$ cat src/rtl/e1s_pkg.sv
package e1s_pkg;
    typedef enum logic [1:0] {
        ST_HUNT   = 2'd0,
        ST_CHK_NF = 2'd1,
        ST_CHK_F  = 2'd2,
        ST_LOCK   = 2'd3
    } e1s_state_e;

    localparam logic [6:0] ALIGN_WORD = 7'b0011011;
    localparam logic [5:0] MF_WORD    = 6'b001011;
endpackage

$ cat src/rtl/e1s_mf_track.sv
module e1s_mf_track #(
    parameter int MF_FRAMES  = 16,
    parameter int TMO_FRAMES = 64
) (
    input  logic clk,
    input  logic rst_n,
    input  logic active,
    input  logic tick,
    input  logic odd_frame,
    input  logic mbit,
    output logic found,
    output logic timeout
);
    import e1s_pkg::*;

    localparam int SPACING = MF_FRAMES / 2;
    localparam int GAP_W   = $clog2(SPACING + 1);
    localparam int TMO_W   = $clog2(TMO_FRAMES + 1);

    typedef struct packed {
        logic [5:0]       sr;
        logic             armed;
        logic [GAP_W-1:0] gap;
        logic [TMO_W-1:0] tmr;
        logic             found;
        logic             tmo;
    } trk_t;

    trk_t q, d;

    always_comb begin
        logic [5:0]       sr_n;
        logic [TMO_W-1:0] tmr_n;
        logic             hit;
        d     = q;
        d.found = 1'b0;
        d.tmo   = 1'b0;
        sr_n  = {q.sr[4:0], mbit};
        tmr_n = q.tmr + TMO_W'(1);
        hit   = 1'b0;
        if (!active) begin
            d.sr    = '1;
            d.armed = 1'b0;
            d.gap   = '0;
            d.tmr   = '0;
        end else if (tick) begin
            d.tmr = tmr_n;
            if (odd_frame) begin
                d.sr = sr_n;
                if (q.armed && q.gap != GAP_W'(SPACING))
                    d.gap = q.gap + GAP_W'(1);
                if (sr_n == MF_WORD) begin
                    if (q.armed && q.gap == GAP_W'(SPACING - 1)) begin
                        hit = 1'b1;
                    end else begin
                        d.armed = 1'b1;
                        d.gap   = '0;
                    end
                end
            end
            if (hit)
                d.found = 1'b1;
            else if (tmr_n == TMO_W'(TMO_FRAMES))
                d.tmo = 1'b1;
        end
    end

    always_ff @(posedge clk) begin
        if (!rst_n) begin
            q.sr    <= '1;
            q.armed <= 1'b0;
            q.gap   <= '0;
            q.tmr   <= '0;
            q.found <= 1'b0;
            q.tmo   <= 1'b0;
        end else begin
            q <= d;
        end
    end

    assign found   = q.found;
    assign timeout = q.tmo;
endmodule

$ cat src/rtl/e1s_cw_monitor.sv
module e1s_cw_monitor #(
    parameter int CW_WIN   = 1000,
    parameter int CW_LIMIT = 915
) (
    input  logic clk,
    input  logic rst_n,
    input  logic active,
    input  logic cw_valid,
    input  logic cw_err,
    output logic resync
);
    localparam int CW_W = $clog2(CW_WIN + 1);

    typedef struct packed {
        logic [CW_W-1:0] seen;
        logic [CW_W-1:0] errs;
        logic            resync;
    } mon_t;

    mon_t q, d;

    always_comb begin
        logic [CW_W-1:0] seen_n;
        logic [CW_W-1:0] errs_n;
        d        = q;
        d.resync = 1'b0;
        seen_n   = q.seen + CW_W'(1);
        errs_n   = q.errs + CW_W'(cw_err);
        if (!active) begin
            d.seen = '0;
            d.errs = '0;
        end else if (cw_valid) begin
            if (errs_n >= CW_W'(CW_LIMIT)) begin
                d.resync = 1'b1;
                d.seen   = '0;
                d.errs   = '0;
            end else if (seen_n == CW_W'(CW_WIN)) begin
                d.seen = '0;
                d.errs = '0;
            end else begin
                d.seen = seen_n;
                d.errs = errs_n;
            end
        end
    end

    always_ff @(posedge clk) begin
        if (!rst_n) q <= '0;
        else        q <= d;
    end

    assign resync = q.resync;
endmodule

$ cat src/rtl/e1_frame_sync.sv
module e1_frame_sync #(
    parameter int FRAME_BITS = 256,
    parameter int FAS_MISS   = 3,
    parameter int MF_FRAMES  = 16,
    parameter int TMO_FRAMES = 64,
    parameter int CW_WIN     = 1000,
    parameter int CW_LIMIT   = 915,
    parameter int CNT_W      = 6
) (
    input  logic                            clk,
    input  logic                            rst_n,
    input  logic                            bit_en,
    input  logic                            bit_in,
    input  logic                            crc_en,
    input  logic                            cw_valid,
    input  logic                            cw_err,
    output logic                            los,
    output logic                            fas_sync,
    output logic                            mf_sync,
    output logic                            frame_pulse,
    output logic [$clog2(FRAME_BITS)-4:0]   ts_idx,
    output logic [2:0]                      bit_idx,
    output logic [$clog2(MF_FRAMES)-1:0]    mf_frame,
    output logic [CNT_W-1:0]                crc_tries
);
    import e1s_pkg::*;

    localparam int POS_W   = $clog2(FRAME_BITS);
    localparam int MISS_W  = $clog2(FAS_MISS);
    localparam int MF_W    = $clog2(MF_FRAMES);
    localparam int MF_LAST = 2 * $bits(MF_WORD) - 1;

    typedef struct packed {
        e1s_state_e       st;
        logic [7:0]       sr;
        logic [POS_W-1:0] pos;
        logic             fas_fr;
        logic [MISS_W-1:0] miss;
        logic             mf_lock;
        logic [MF_W-1:0]  mff;
        logic [CNT_W-1:0] tries;
        logic             pulse;
    } sync_t;

    sync_t q, d;

    logic [7:0]       sr_n;
    logic [POS_W-1:0] pos_n;
    logic             ts0_end;
    logic             mf_search;
    logic             mf_found;
    logic             mf_tmo;
    logic             cw_resync;

    assign sr_n      = {q.sr[6:0], bit_in};
    assign pos_n     = (q.pos == POS_W'(FRAME_BITS - 1)) ? '0 : q.pos + POS_W'(1);
    assign ts0_end   = (pos_n == POS_W'(7));
    assign mf_search = (q.st == ST_LOCK) && crc_en && !q.mf_lock;

    e1s_mf_track #(
        .MF_FRAMES (MF_FRAMES),
        .TMO_FRAMES(TMO_FRAMES)
    ) u_mf (
        .clk      (clk),
        .rst_n    (rst_n),
        .active   (mf_search),
        .tick     (bit_en && ts0_end),
        .odd_frame(!q.fas_fr),
        .mbit     (sr_n[7]),
        .found    (mf_found),
        .timeout  (mf_tmo)
    );

    e1s_cw_monitor #(
        .CW_WIN  (CW_WIN),
        .CW_LIMIT(CW_LIMIT)
    ) u_cw (
        .clk     (clk),
        .rst_n   (rst_n),
        .active  (q.mf_lock),
        .cw_valid(cw_valid),
        .cw_err  (cw_err),
        .resync  (cw_resync)
    );

    always_comb begin
        logic word_ok;
        d       = q;
        d.pulse = 1'b0;
        word_ok = (sr_n[6:0] == ALIGN_WORD);
        if (bit_en) begin
            d.sr  = sr_n;
            d.pos = pos_n;
            if (pos_n == '0) begin
                d.fas_fr = !q.fas_fr;
                if (q.mf_lock) d.mff = q.mff + MF_W'(1);
                if (q.st == ST_LOCK) d.pulse = 1'b1;
            end
            case (q.st)
                ST_HUNT: begin
                    if (word_ok) begin
                        d.st     = ST_CHK_NF;
                        d.pos    = POS_W'(7);
                        d.fas_fr = 1'b1;
                    end
                end
                ST_CHK_NF: begin
                    if (ts0_end) d.st = sr_n[6] ? ST_CHK_F : ST_HUNT;
                end
                ST_CHK_F: begin
                    d.miss = '0;
                    if (ts0_end) d.st = word_ok ? ST_LOCK : ST_HUNT;
                end
                default: begin
                    if (ts0_end && q.fas_fr) begin
                        if (word_ok) begin
                            d.miss = '0;
                        end else if (q.miss == MISS_W'(FAS_MISS - 1)) begin
                            d.st      = ST_HUNT;
                            d.miss    = '0;
                            d.mf_lock = 1'b0;
                        end else begin
                            d.miss = q.miss + MISS_W'(1);
                        end
                    end
                end
            endcase
        end
        if (mf_tmo && q.st == ST_LOCK) begin
            d.st      = ST_HUNT;
            d.miss    = '0;
            d.mf_lock = 1'b0;
            d.tries   = q.tries + CNT_W'(1);
        end
        if (mf_found && d.st == ST_LOCK) begin
            d.mf_lock = 1'b1;
            d.mff     = MF_W'(MF_LAST);
            d.tries   = '0;
        end
        if (cw_resync) begin
            d.st      = ST_HUNT;
            d.miss    = '0;
            d.mf_lock = 1'b0;
        end
    end

    always_ff @(posedge clk) begin
        if (!rst_n) q <= '0;
        else        q <= d;
    end

    assign los         = (q.st != ST_LOCK);
    assign fas_sync    = (q.st == ST_LOCK);
    assign mf_sync     = q.mf_lock;
    assign frame_pulse = q.pulse;
    assign ts_idx      = q.pos[POS_W-1:3];
    assign bit_idx     = q.pos[2:0];
    assign mf_frame    = q.mff;
    assign crc_tries   = q.tries;
endmodule

$ cat config.mk
export PLATFORM = sky130hd
export DESIGN_NAME = e1_frame_sync
export DESIGN_NICKNAME = d
export VERILOG_FILES = /design/src/rtl/e1s_pkg.sv /design/src/rtl/e1s_mf_track.sv /design/src/rtl/e1s_cw_monitor.sv /design/src/rtl/e1_frame_sync.sv
export SDC_FILE = /design/constraint.sdc
export NUM_CORES = 1
export LEC_CHECK = 0
export BUFFER_PORTS_ARGS = -buffer_cell sky130_fd_sc_hd__buf_2
export CAP_MARGIN = 10
export CORE_ASPECT_RATIO = 1.75
export CORE_MARGIN = 4
export CORE_UTILIZATION = 60
export DETAILED_ROUTE_END_ITERATION = 10
export GPL_ROUTABILITY_DRIVEN = 0
export GPL_TIMING_DRIVEN = 0
export PLACE_DENSITY = 0.79
export REMOVE_ABC_BUFFERS = 1
export SYNTH_ARGS = -nofsm -noshare
export SYNTH_HDL_FRONTEND = slang
export SYNTH_SLANG_ARGS = --single-unit
$ cat constraint.sdc
create_clock -name clk -period 3.95 [get_ports clk]
set_clock_uncertainty 0.15 [all_clocks]
set_input_delay 0.395 -clock clk [delete_from_list [all_inputs] [get_ports clk]]
set_output_delay 0.395 -clock clk [all_outputs]
set_load 0.05 [all_outputs]
==> results.cfg <==
[finish]
drive_above_1_share_pct = 11.79
post-route-util_pct = 66.05
seqCellArea_um2 = 1441
final_nets = 488
num-fill-cells = 564
multi_input_area_um2 = 2197
n_antenna_cell = 0
area_growth_pct = 5.275

[synthesis]
ys_top_cells_by_area = dfxtp_1 (37%), nand2_1 (4.6%), nor2_1 (3.7%), buf_4 (3.6%), ha_1 (3.5%)
synth_warnings = 0
ys_seq_elements = 72
ys_top_cells_by_count = dfxtp_1 (72), nand2_1 (48), nor2_1 (39)
yosysSeqAreaShare_pct = 36.61
syn_area_um2 = 3938
synth_cell_type_count = 67
synth.most_common_cell = dfxtp_1
synth_top_area_share_pct = 36.61
ys_async_sr_fraction_pct = 0
synth_top_cell_by_area = dfxtp_1
synth_enable_flop_cells = 0
avgSynthCellArea_um2 = 8.360
synthCells = 471
synthFlopType = dfxtp_1

[place]
dp_hpwl_um = 5920
pre_cts_slack_ns = 0.09944
portBuffers = 28

[cts]
cts-buffers-inserted = 9
hold_buffers = 0
ctsResizeCount = 0
clock-sinks = 72
cts_setup_buffers = 0
cts_buffer_depth = 2
root_buffer = clkbuf_8
path_clk_slew_ns = 0.07
cts_tree = done
cts.htree.levels = 3
insertion_delay_ns = 0.35

[drt]
drtIter0Drc = 157
first_pass_iters = 4
routed_wl_um = 8437
avgViaCountPerCell = 6.112
ant_nets = 0
drc = 0
drt-wirelength-per-cell_um = 15.20
vias = 3392

[pwr]
total_power_mw = 1.373
leakage_nw = 1.491
vdd_ir_drop_max_mv = 0.2360
p_per_area_nw_per_um2 = 331.2

[min_path]
holdCritStartpoint = bit_in
worstHoldPathCells = 3
min_to = q[23]
hp-class = primary input to flip-flop

[timing]
worst_slew_pin_slew_ns = 1.060
max_freq_mhz = 268.6
final.setup.worst_slack_ns = 0.2268
rsz0062_at_grt = false
finalCritPeriodShare_pct = 94.26
setup_viol = 0
setup_tns_ns = 0
slew_violations = 0
fin_crit_ns = 3.723
hold_violations = 0
slew_headroom_pct = 29.08
hold_ws_ns = 0.1897

[global_routing]
grt.overflow.total = 0
antenna_found_initial = 0
grt_pass1_vias = 3348
track_usage_pct = 21.94
grt_pass1_wl_um = 14380
grt_max_degree = 34

[flow_run]
max_cap_violations = 0

[critical_path]
reg2reg_to = u_cw.q[19]
r2r_cells = 9
rrSetupSlack_ns = 0.23
critPathArrivalTime_ns = 3.81
reg2reg_from = u_cw.q[1]
crit_path_end_kind = flip-flop
cp-start-kind = flip-flop
critPathMaxFanout = 15
criticalPathCategory = flip-flop to flip-flop
crit_required_ns = 4.03

[floorplan]
num_io_pins = 29
row_count = 38
die_h_um = 115.2
initial_utilization_pct = 62.74
die_x_um = 69.24
coreArea_um2 = 6276
die_area_um2 = 7973

[run_status]
status = finished clean
## critical path, cell delays in order, from the launching register on
cell,delay (ns)
dfxtp_1,0.31
ha_1,0.22
ha_1,0.31
a2111oi_0,0.41
a21oi_1,0.09
a2111oi_0,0.44
and4bb_2,0.33
nor3_4,0.57
nand2_2,0.36
o31ai_1,0.41
## flip-flops by register name (all words and copies together), names as in the netlist
signal and cells:
u_mf.timeout 1, ts_idx 5, frame_pulse 1, crc_tries 6, u_cw.resync 1, bit_idx 3, mf_sync 1, u_mf.q 17
q 12, mf_frame 4, u_mf.found 1, u_cw.q 20
## worst max-delay path by stage
stage / start / end / slack, ns / cells after the start
final: u_cw.q[1] / u_cw.q[19] / 0.23 / 9
after global routing: u_cw.q[1] / u_cw.q[19] / 0.02 / 9
after detailed placement: bit_idx[0] / mf_sync / 0.1 / 8
after floorplan: bit_idx[0] / mf_sync / 0.54 / 8
after global placement: cw_err / u_cw.q[16] / 0.19 / 10
after CTS: bit_idx[0] / mf_sync / 0.08 / 8
## power breakdown
group	switching [mW]	internal, mW	total [mW]
combinational	0.0292	0.0153	0.0445
sequential	0.00860	0.729	0.738
clock	0.266	0.325	0.591
## routing by layer
layer	up-vias	share of wire, %	GRT usage [%]
li1	1684	-	-
met4	0	3.2	12.91
met3	21	3.3	4.462
met2	71	55	42.47
met5	-	0	0
met1	1616	39	21.00
## through the flow
stage / instance area (µm²) / cells
floorplan: 3699 / 430
global placement: 3939 / 538
detailed placement: 3939 / 538
CTS: 4138 / 554
global route: 4145 / 555
finish: 4145 / 555
## kinds of logic (layout without fill, tap and decap cells)
logic type               count (synthesis)  after routing  share of synthesized area, %
adder cells (fa/ha/maj)                 11             11                         3.495
AND/OR/NAND/NOR                        203            203                         27.26
buffers and inverters                   57             61                         7.594
multiplexers                            13             13                         3.368
XOR/XNOR                                22             22                         4.894
AO/OA/AOI/OAI                           93             93                         16.78
flip-flops                              72             72                         36.61
## area by class of cell
type | instances | area share, %
well taps | 80 | 2.415
clock inverters | 3 | 0.9659
flip-flops and latches | 72 | 34.77
multi-input cells | 342 | 53.00
clock buffers | 13 | 3.833
repair buffers | 29 | 3.562
inverters | 16 | 1.449
## cells in the final DEF, fill, tap and decap left out, types with 9 or more instances in the layout
cell type / synthesis / layout
nand3_1: 24 / 24
nand2_1: 48 / 48
nor3_1: 15 / 15
mux2i_1: 11 / 11
and3_1: 11 / 11
buf_2: 4 / 28
a31oi_1: 9 / 9
inv_1: 15 / 15
nand4_1: 9 / 9
o21ai_0: 18 / 18
nor2_1: 39 / 39
dfxtp_1: 72 / 72
xnor2_1: 14 / 14
nor2b_1: 10 / 10
a21oi_1: 15 / 15
ha_1: 11 / 11
clkbuf_8: 0 / 11
Note: power is estimated with default switching activity, not from simulation.
